<file path="src/rtl/glcd_pkg.sv">
package glcd_pkg;

  typedef enum logic [3:0] {
    K_NONE,
    K_PTR,
    K_BASE,
    K_WIDTH,
    K_DISP,
    K_AUTO_WR,
    K_AUTO_RD,
    K_AUTO_END,
    K_XFER_WR,
    K_XFER_RD,
    K_BIT
  } cmd_kind_e;

  typedef enum logic [1:0] {
    STEP_HOLD,
    STEP_INC,
    STEP_DEC
  } step_e;

  typedef enum logic [1:0] {
    AM_OFF,
    AM_WR,
    AM_RD
  } auto_e;

  typedef enum logic [2:0] {
    S_IDLE,
    S_RD_ISSUE,
    S_RD_CAP,
    S_BIT_ISSUE,
    S_BIT_MOD
  } eng_state_e;

  typedef struct packed {
    cmd_kind_e  kind;
    step_e      step;
    logic       flag;
    logic [2:0] bit_idx;
  } cmd_t;

  localparam int ST_CMD_RDY  = 0;
  localparam int ST_DAT_RDY  = 1;
  localparam int ST_AUTO_RDY = 3;

endpackage

</file>
<file path="src/rtl/glcd_decode.sv">
module glcd_decode
  import glcd_pkg::*;
(
  input  logic [7:0] op,
  output cmd_t       cmd
);

  always_comb begin
    cmd.kind    = K_NONE;
    cmd.step    = STEP_HOLD;
    cmd.flag    = 1'b0;
    cmd.bit_idx = op[2:0];
    if (op[7:4] == 4'hF) begin
      cmd.kind = K_BIT;
      cmd.flag = op[3];
    end else if (op[7:3] == 5'b11000 && op[2:1] != 2'b11) begin
      cmd.kind = op[0] ? K_XFER_RD : K_XFER_WR;
      case (op[2:1])
        2'b00:   cmd.step = STEP_INC;
        2'b01:   cmd.step = STEP_DEC;
        default: cmd.step = STEP_HOLD;
      endcase
    end else begin
      case (op)
        8'h24:        cmd.kind = K_PTR;
        8'h42:        cmd.kind = K_BASE;
        8'h43:        cmd.kind = K_WIDTH;
        8'h98:        begin cmd.kind = K_DISP; cmd.flag = 1'b1; end
        8'h90:        begin cmd.kind = K_DISP; cmd.flag = 1'b0; end
        8'hB0:        cmd.kind = K_AUTO_WR;
        8'hB1:        cmd.kind = K_AUTO_RD;
        8'hB2, 8'hB3: cmd.kind = K_AUTO_END;
        default:      cmd.kind = K_NONE;
      endcase
    end
  end

endmodule

</file>
<file path="src/rtl/glcd_param_latch.sv">
module glcd_param_latch #(
  parameter int DEPTH = 2,
  parameter int W     = 8
) (
  input  logic             clk,
  input  logic             rst_n,
  input  logic             push,
  input  logic             clr,
  input  logic [W-1:0]     din,
  output logic [DEPTH*W-1:0] slots
);

  localparam int CNT_W = $clog2(DEPTH + 1);

  logic [CNT_W-1:0] cnt_q, cnt_d;

  always_comb begin
    cnt_d = cnt_q;
    if (clr)
      cnt_d = '0;
    else if (push && cnt_q != CNT_W'(DEPTH))
      cnt_d = cnt_q + 1'b1;
  end

  always_ff @(posedge clk or negedge rst_n) begin
    if (!rst_n) cnt_q <= '0;
    else        cnt_q <= cnt_d;
  end

  for (genvar i = 0; i < DEPTH; i++) begin : g_slot
    logic [W-1:0] q;
    logic         ld;
    assign ld = push && !clr && (cnt_q == CNT_W'(i));
    always_ff @(posedge clk or negedge rst_n) begin
      if (!rst_n)   q <= '0;
      else if (clr) q <= '0;
      else if (ld)  q <= din;
    end
    assign slots[i*W +: W] = q;
  end

endmodule

</file>
<file path="src/rtl/glcd_engine.sv">
module glcd_engine
  import glcd_pkg::*;
#(
  parameter int ADDR_W = 13
) (
  input  logic              clk,
  input  logic              rst_n,
  input  logic              cmd_go,
  input  cmd_t              cmd,
  input  logic [7:0]        p_lo,
  input  logic [7:0]        p_hi,
  input  logic              dat_wr_go,
  input  logic              dat_rd_go,
  input  logic [7:0]        dat_in,
  input  logic [7:0]        mem_rdata,
  output logic              idle,
  output auto_e             auto_mode,
  output logic [ADDR_W-1:0] ptr,
  output logic              mem_we,
  output logic              mem_re,
  output logic [ADDR_W-1:0] mem_addr,
  output logic [7:0]        mem_wdata,
  output logic [7:0]        rd_byte
);

  eng_state_e        state_q, state_d;
  auto_e             amode_q, amode_d;
  logic [ADDR_W-1:0] ptr_q, ptr_d, addr_q, addr_d, ptr_step;
  logic              we_q, we_d, re_q, re_d, bset_q, bset_d;
  logic [7:0]        wdata_q, wdata_d, rd_q, rd_d, mask;
  logic [2:0]        bidx_q, bidx_d;
  logic [15:0]       par_word;

  assign par_word = {p_hi, p_lo};
  assign mask     = 8'd1 << bidx_q;

  always_comb begin
    case (cmd.step)
      STEP_INC: ptr_step = ptr_q + 1'b1;
      STEP_DEC: ptr_step = ptr_q - 1'b1;
      default:  ptr_step = ptr_q;
    endcase
  end

  always_comb begin
    state_d = state_q;
    amode_d = amode_q;
    ptr_d   = ptr_q;
    addr_d  = addr_q;
    we_d    = 1'b0;
    re_d    = 1'b0;
    wdata_d = wdata_q;
    rd_d    = rd_q;
    bset_d  = bset_q;
    bidx_d  = bidx_q;
    case (state_q)
      S_IDLE: begin
        if (cmd_go) begin
          case (cmd.kind)
            K_PTR:      ptr_d = par_word[ADDR_W-1:0];
            K_AUTO_WR:  amode_d = AM_WR;
            K_AUTO_RD: begin
              amode_d = AM_RD;
              re_d    = 1'b1;
              addr_d  = ptr_q;
              ptr_d   = ptr_q + 1'b1;
              state_d = S_RD_ISSUE;
            end
            K_AUTO_END: amode_d = AM_OFF;
            K_XFER_WR: begin
              we_d    = 1'b1;
              addr_d  = ptr_q;
              wdata_d = p_lo;
              ptr_d   = ptr_step;
            end
            K_XFER_RD: begin
              re_d    = 1'b1;
              addr_d  = ptr_q;
              ptr_d   = ptr_step;
              state_d = S_RD_ISSUE;
            end
            K_BIT: begin
              re_d    = 1'b1;
              addr_d  = ptr_q;
              bset_d  = cmd.flag;
              bidx_d  = cmd.bit_idx;
              state_d = S_BIT_ISSUE;
            end
            default: ;
          endcase
        end else if (dat_wr_go) begin
          we_d    = 1'b1;
          addr_d  = ptr_q;
          wdata_d = dat_in;
          ptr_d   = ptr_q + 1'b1;
        end else if (dat_rd_go) begin
          re_d    = 1'b1;
          addr_d  = ptr_q;
          ptr_d   = ptr_q + 1'b1;
          state_d = S_RD_ISSUE;
        end
      end
      S_RD_ISSUE:  state_d = S_RD_CAP;
      S_RD_CAP: begin
        rd_d    = mem_rdata;
        state_d = S_IDLE;
      end
      S_BIT_ISSUE: state_d = S_BIT_MOD;
      S_BIT_MOD: begin
        we_d    = 1'b1;
        wdata_d = bset_q ? (mem_rdata | mask) : (mem_rdata & ~mask);
        state_d = S_IDLE;
      end
      default: state_d = S_IDLE;
    endcase
  end

  always_ff @(posedge clk or negedge rst_n) begin
    if (!rst_n) begin
      state_q <= S_IDLE;
      amode_q <= AM_OFF;
      ptr_q   <= '0;
      addr_q  <= '0;
      we_q    <= 1'b0;
      re_q    <= 1'b0;
      wdata_q <= '0;
      rd_q    <= '0;
      bset_q  <= 1'b0;
      bidx_q  <= '0;
    end else begin
      state_q <= state_d;
      amode_q <= amode_d;
      ptr_q   <= ptr_d;
      addr_q  <= addr_d;
      we_q    <= we_d;
      re_q    <= re_d;
      wdata_q <= wdata_d;
      rd_q    <= rd_d;
      bset_q  <= bset_d;
      bidx_q  <= bidx_d;
    end
  end

  assign idle      = (state_q == S_IDLE);
  assign auto_mode = amode_q;
  assign ptr       = ptr_q;
  assign mem_we    = we_q;
  assign mem_re    = re_q;
  assign mem_addr  = addr_q;
  assign mem_wdata = wdata_q;
  assign rd_byte   = rd_q;

endmodule

</file>
<file path="src/rtl/glcd_cmd_engine.sv">
module glcd_cmd_engine
  import glcd_pkg::*;
#(
  parameter int ADDR_W      = 13,
  parameter int PARAM_DEPTH = 2
) (
  input  logic              clk,
  input  logic              rst_n,
  input  logic              bus_wr,
  input  logic              bus_rd,
  input  logic              bus_cd,
  input  logic [7:0]        bus_wdata,
  output logic [7:0]        bus_rdata,
  output logic              mem_we,
  output logic              mem_re,
  output logic [ADDR_W-1:0] mem_addr,
  output logic [7:0]        mem_wdata,
  input  logic [7:0]        mem_rdata,
  output logic [ADDR_W-1:0] addr_ptr,
  output logic              disp_on,
  output logic [15:0]       gfx_base,
  output logic [7:0]        gfx_width
);

  localparam int PW = 8;

  // Reset: asserted asynchronously, released on a clock edge.
  logic [1:0] rst_pipe;
  logic       rst_sn;
  always_ff @(posedge clk or negedge rst_n) begin
    if (!rst_n) rst_pipe <= '0;
    else        rst_pipe <= {rst_pipe[0], 1'b1};
  end
  assign rst_sn = rst_pipe[1];

  cmd_t                    dec_cmd;
  auto_e                   auto_mode;
  logic                    idle;
  logic                    cmd_go, par_push, dat_wr_go, dat_rd_go;
  logic [PARAM_DEPTH*PW-1:0] par_slots;
  logic [7:0]              p_lo, p_hi, rd_byte, status;

  glcd_decode u_dec (
    .op  (bus_wdata),
    .cmd (dec_cmd)
  );

  assign cmd_go    = bus_wr & bus_cd & idle &
                     ((auto_mode == AM_OFF) | (dec_cmd.kind == K_AUTO_END));
  assign par_push  = bus_wr & ~bus_cd & idle & (auto_mode == AM_OFF);
  assign dat_wr_go = bus_wr & ~bus_cd & idle & (auto_mode == AM_WR);
  assign dat_rd_go = bus_rd & ~bus_cd & idle & (auto_mode == AM_RD);

  glcd_param_latch #(.DEPTH(PARAM_DEPTH), .W(PW)) u_par (
    .clk   (clk),
    .rst_n (rst_sn),
    .push  (par_push),
    .clr   (cmd_go),
    .din   (bus_wdata),
    .slots (par_slots)
  );

  assign p_lo = par_slots[0 +: PW];
  assign p_hi = par_slots[PW +: PW];

  glcd_engine #(.ADDR_W(ADDR_W)) u_eng (
    .clk       (clk),
    .rst_n     (rst_sn),
    .cmd_go    (cmd_go),
    .cmd       (dec_cmd),
    .p_lo      (p_lo),
    .p_hi      (p_hi),
    .dat_wr_go (dat_wr_go),
    .dat_rd_go (dat_rd_go),
    .dat_in    (bus_wdata),
    .mem_rdata (mem_rdata),
    .idle      (idle),
    .auto_mode (auto_mode),
    .ptr       (addr_ptr),
    .mem_we    (mem_we),
    .mem_re    (mem_re),
    .mem_addr  (mem_addr),
    .mem_wdata (mem_wdata),
    .rd_byte   (rd_byte)
  );

  // Display configuration registers
  logic        disp_q, disp_d;
  logic [15:0] base_q, base_d;
  logic [7:0]  width_q, width_d;

  always_comb begin
    disp_d  = disp_q;
    base_d  = base_q;
    width_d = width_q;
    if (cmd_go) begin
      case (dec_cmd.kind)
        K_DISP:  disp_d  = dec_cmd.flag;
        K_BASE:  base_d  = {p_hi, p_lo};
        K_WIDTH: width_d = p_lo;
        default: ;
      endcase
    end
  end

  always_ff @(posedge clk or negedge rst_sn) begin
    if (!rst_sn) begin
      disp_q  <= 1'b0;
      base_q  <= '0;
      width_q <= '0;
    end else begin
      disp_q  <= disp_d;
      base_q  <= base_d;
      width_q <= width_d;
    end
  end

  assign disp_on   = disp_q;
  assign gfx_base  = base_q;
  assign gfx_width = width_q;

  always_comb begin
    status                = '0;
    status[ST_CMD_RDY]    = idle;
    status[ST_DAT_RDY]    = idle;
    status[ST_AUTO_RDY]   = idle & (auto_mode != AM_OFF);
  end

  assign bus_rdata = bus_cd ? status : rd_byte;

endmodule

</file>
<file path="config.mk">
export PLATFORM = sky130hd
export DESIGN_NAME = glcd_cmd_engine
export DESIGN_NICKNAME = d
export VERILOG_FILES = /design/src/rtl/glcd_pkg.sv /design/src/rtl/glcd_decode.sv /design/src/rtl/glcd_param_latch.sv /design/src/rtl/glcd_engine.sv /design/src/rtl/glcd_cmd_engine.sv
export SDC_FILE = /design/constraint.sdc
export NUM_CORES = 1
export LEC_CHECK = 0
export ABC_CLOCK_PERIOD_IN_PS = 3400
export CORE_MARGIN = 2
export CORE_UTILIZATION = 40
export DETAILED_ROUTE_END_ITERATION = 10
export DONT_BUFFER_PORTS = 1
export PLACE_DENSITY = 0.56
export SETUP_SLACK_MARGIN = 0.15
export SLEW_MARGIN = 0
export SYNTH_ARGS = -nofsm -noshare
export SYNTH_HDL_FRONTEND = slang
export SYNTH_HIERARCHICAL = 1
export SYNTH_SLANG_ARGS = --single-unit
</file>
<file path="constraint.sdc">
create_clock -name clk -period 3.4 [get_ports clk]
set_input_delay 0.85 -clock clk [delete_from_list [all_inputs] [get_ports clk]]
set_output_delay 0.85 -clock clk [all_outputs]
set_load 0.05 [all_outputs]
</file>
==> impl_results.md <==
- Worst Path Arrival: 3.32 ns
- Final number of hold-violating endpoints: 0
- Clk sinks: 98
- First-pass GRT wire length: about 22000 µm
- Final wirelength: 14200 µm
- Gr usage total: 0.202
- Worst VDD drop: roughly 0.36 mV
- Slew Viols, Final: 0
- Synth Area in Compound Gates: 0.120
- Most common cell after layout, fill and taps aside: dfrtp_1
- Area leader, netlist: dfrtp_1
- Area share of the largest cell type after synthesis: 0.454
- Leak: ~2.7 nW
- Final setup violation count: 0
- Fmax achieved: ~0.33 GHz
- Synth Warn #: 6
- CP Launch Type: input pin
- Post-synthesis simple-gate area fraction: 0.193
- Avg Inst Size Synth: around 11 µm²
- Mapped Area: approximately 5400 µm²
- PD cells: about 800 nW/µm²
- Relative slew slack: 0.506
- Number of global-route vias before repair: approximately 4000
- Hold WS: 0.180 ns
- Post-Synthesis Cells: ~500
- CTS tree: done
- Asr flop ratio synth: 1.00
- Std-Cell Rows: 42
- Final Wtd Congestion: 0.919
- Share of cells above drive strength 1: 0.239
- Area grow syn2layout: 12.6%
- Clock skew: ~0.0074 ns
- Critical path type: input pin to register
- Root cell of the clock tree: clkbuf_16
- Longest Clk Path Bufs: 2
- Status: finished, final reports clean
- Initial drt markers: roughly 280
- Clock buffer count from CTS: 9
- Worst-Margin Slew: 0.740 ns
- Fin crit share: 0.903
- Combinational family with the most area after synthesis: simple AND/OR/NAND/NOR gates
- Number of I/O pins: 90
- # nets final: between 500 and 600
- I/O Buffers: 0
- Postcts setup bufs: 0
- Most used DFF post-synth: dfrtp_1
- XOR/XNOR share of the synthesized area: 0.00811
- Total of max-cap violations: 0
- Most frequent cells in the layout: 97 x dfrtp_1, 47 x mux2_2, 28 x nand2b_1
- Reg clk slew, reported paths: ~0.070 ns
- Max H-tree Level: 3
- Core area: 13200 µm²
- Die Footprint: between 10000 and 15000 µm²
- Hold-fix buffer count after cts: 0
- Die Ht: approximately 120 µm
- CP cell instances: nor4b_4, inv_2, o311ai_4, a41oi_2, nor3b_4, or2_2, o21a_1, nand3_2, or4b_1, mux2_2
- Final Worst Setup Slack: about 0.33 ns
- Worst Path Max Fanout: 6
- Chip Width: approximately 120 µm
- Initial antenna violation count: 1
- Main area contributors after synthesis: dfrtp_1 45%, mux2_2 9.8%, mux2i_1 4.4%, nand2b_1 3.2%, mux2_4 2.8%
- Initial core utilization: 0.408
- RSZ-0062 raised after global routing: true
- CP max stage delay: approximately 0.54 ns
- DRC errors left: 0
- Routed length per instance: 20.7 µm
- Seq cells post-synth: 98
- Hold Crit Class: input pin to async pin
- Clk_lat worst skew: ~0.36 ns
- EDFF count, synth: 0
- Pin count of the biggest net entering global routing: 50
- Post-Synth Adder-Cell Area: 0.0139
- Placed Cells: 671
- Syn Nets: roughly 530
- Crit path required time: between 3 and 4 ns
- DPL Wire Length: between 10000 and 15000 µm
- Crit path max-delay cell type: or4b_1
- Avg Vias per Cell: about 5.7
- Mux contribution to synthesized area: 0.170
- Global route overflow: 0
- Synth unique cells: 75
- Fin crit period: roughly 3 ns
- Worst setup EP type: register
- Vias: ~3900
- Post-Place Setup Slack: -0.0190 ns
- DRT antenna net count: 0
- Fin cells: between 600 and 700
- Sequential-to-total area share from yosys stat: 0.454
- TritonRoute pass-1 iters: 7
[final timing paths]
check                      cells after the start        startpoint  slack [ns]                to
setup / recovery                              10      bus_wdata[5]        0.33      u_eng/ptr[9]
hold / removal                                 0             rst_n        0.18       rst_pipe[1]
setup reg to reg                               8  u_eng/state_q[0]        0.59      u_eng/ptr[9]
hold reg to reg                                0       rst_pipe[1]        0.30       gfx_base[4]
max in group asynchronous                      1       rst_pipe[1]        2.29  u_eng/rd_byte[3]
min in group clk                               0       rst_pipe[0]        0.35       rst_pipe[1]
[state kept, by name, summed over array words and instances (netlist names)]
register and cells:
u_eng/mem_re 1, u_eng/bidx_q 3, u_eng/bset_q 1, u_eng/rd_byte 8, gfx_width 8, u_eng/mem_we 1
u_eng/mem_addr 13, u_par/g_slot.q 16, rst_pipe 2, u_eng/state_q 3, gfx_base 16, u_eng/mem_wdata 8
u_eng/ptr 13, disp_on 1, u_par/cnt_q 2, u_eng/auto_mode 2
[kinds of logic (layout without fill, tap and decap cells)]
group / count (synthesis) / count (layout)
AND/OR/NAND/NOR: 165 / 165
AO/OA/AOI/OAI: 99 / 99
flip-flops: 98 / 98
multiplexers: 81 / 81
buffers and inverters: 47 / 56
adder cells (fa/ha/maj): 6 / 6
XOR/XNOR: 5 / 5
other: 1 / 2
[synthesized netlist by cell type (2+ instances only)]
| cell type | number |
|---|---|
| dfrtp_1 | 98 |
| mux2_2 | 47 |
| nand2b_1 | 28 |
| a21oi_1 | 25 |
| mux2i_1 | 24 |
| o21ai_0 | 23 |
| nor2_1 | 22 |
| nand2_1 | 20 |
| nor2b_1 | 19 |
| clkbuf_1 | 15 |
| inv_1 | 13 |
| buf_2 | 11 |
| nand3_1 | 11 |
| nor3_1 | 11 |
| mux2_4 | 10 |
| a211oi_1 | 9 |
| nor3b_1 | 8 |
| ha_1 | 6 |
| nor4_1 | 6 |
| and2_1 | 5 |
| a31oi_1 | 4 |
| o22ai_1 | 4 |
| xor2_1 | 4 |
| a32oi_1 | 3 |
| and3_1 | 3 |
| buf_4 | 3 |
| nand4_1 | 3 |
| nand4b_1 | 3 |
| o21a_1 | 3 |
| o21ai_1 | 3 |
| o31ai_1 | 3 |
| a211o_1 | 2 |
| a221oi_1 | 2 |
| and4_1 | 2 |
| buf_1 | 2 |
| buf_6 | 2 |
| nand4bb_1 | 2 |
| nor3_4 | 2 |
| o211ai_1 | 2 |
| o31a_1 | 2 |
| or2_2 | 2 |
| or3_1 | 2 |
[per-layer routing]
layer,track usage,routed length [µm]
met5,0,0
met4,0.0807,238
met3,0.0632,953
met1,0.282,6600
met2,0.293,6420
[per-stage QoR]
| stage | utilization | area (µm²) | total power, mW | setup TNS (ns) |
|---|---|---|---|---|
| after global placement | 0.430 | 5690 | 3.54 | 0 |
| after CTS | 0.458 | 6070 | 4.88 | 0 |
| after global routing | 0.459 | 6080 | 5.07 | 0 |
| after floorplan | - | 5450 | 3.21 | -0.729 |
| final | 0.459 | 6080 | 4.85 | 0 |
| after detailed placement | 0.430 | 5690 | 3.59 | -0.0701 |
[layout make-up]
type                    instances  area (µm²)
diodes                          1        2.50
well taps                     176         220
clock buffers                  10         239
multi-input cells             357        2780
clock inverters                 6         136
repair buffers                 26         195
flip-flops and latches         98        2460
inverters                      14        52.6
fillers                      1264        7160
[timing repair]
item,in CTS,in global routing
gates resized for setup,0,2
endpoints found under the setup margin,0,3
hold endpoints to repair,0,0
[power breakdown]
part | internal (mW) | switching [mW]
registers | 1.46 | 0.985
clock network | 0.816 | 0.468
logic | 0.475 | 0.648
[worst max-delay path: cells and delay by family]
kind	cells	cell delay (ns)
and+or+nand+nor	5	1.42
AOI/OAI and AO/OA	3	0.69
muxes	1	0.28
buffers and inverters	1	0.08
Note: power is estimated with default switching activity, not from simulation.
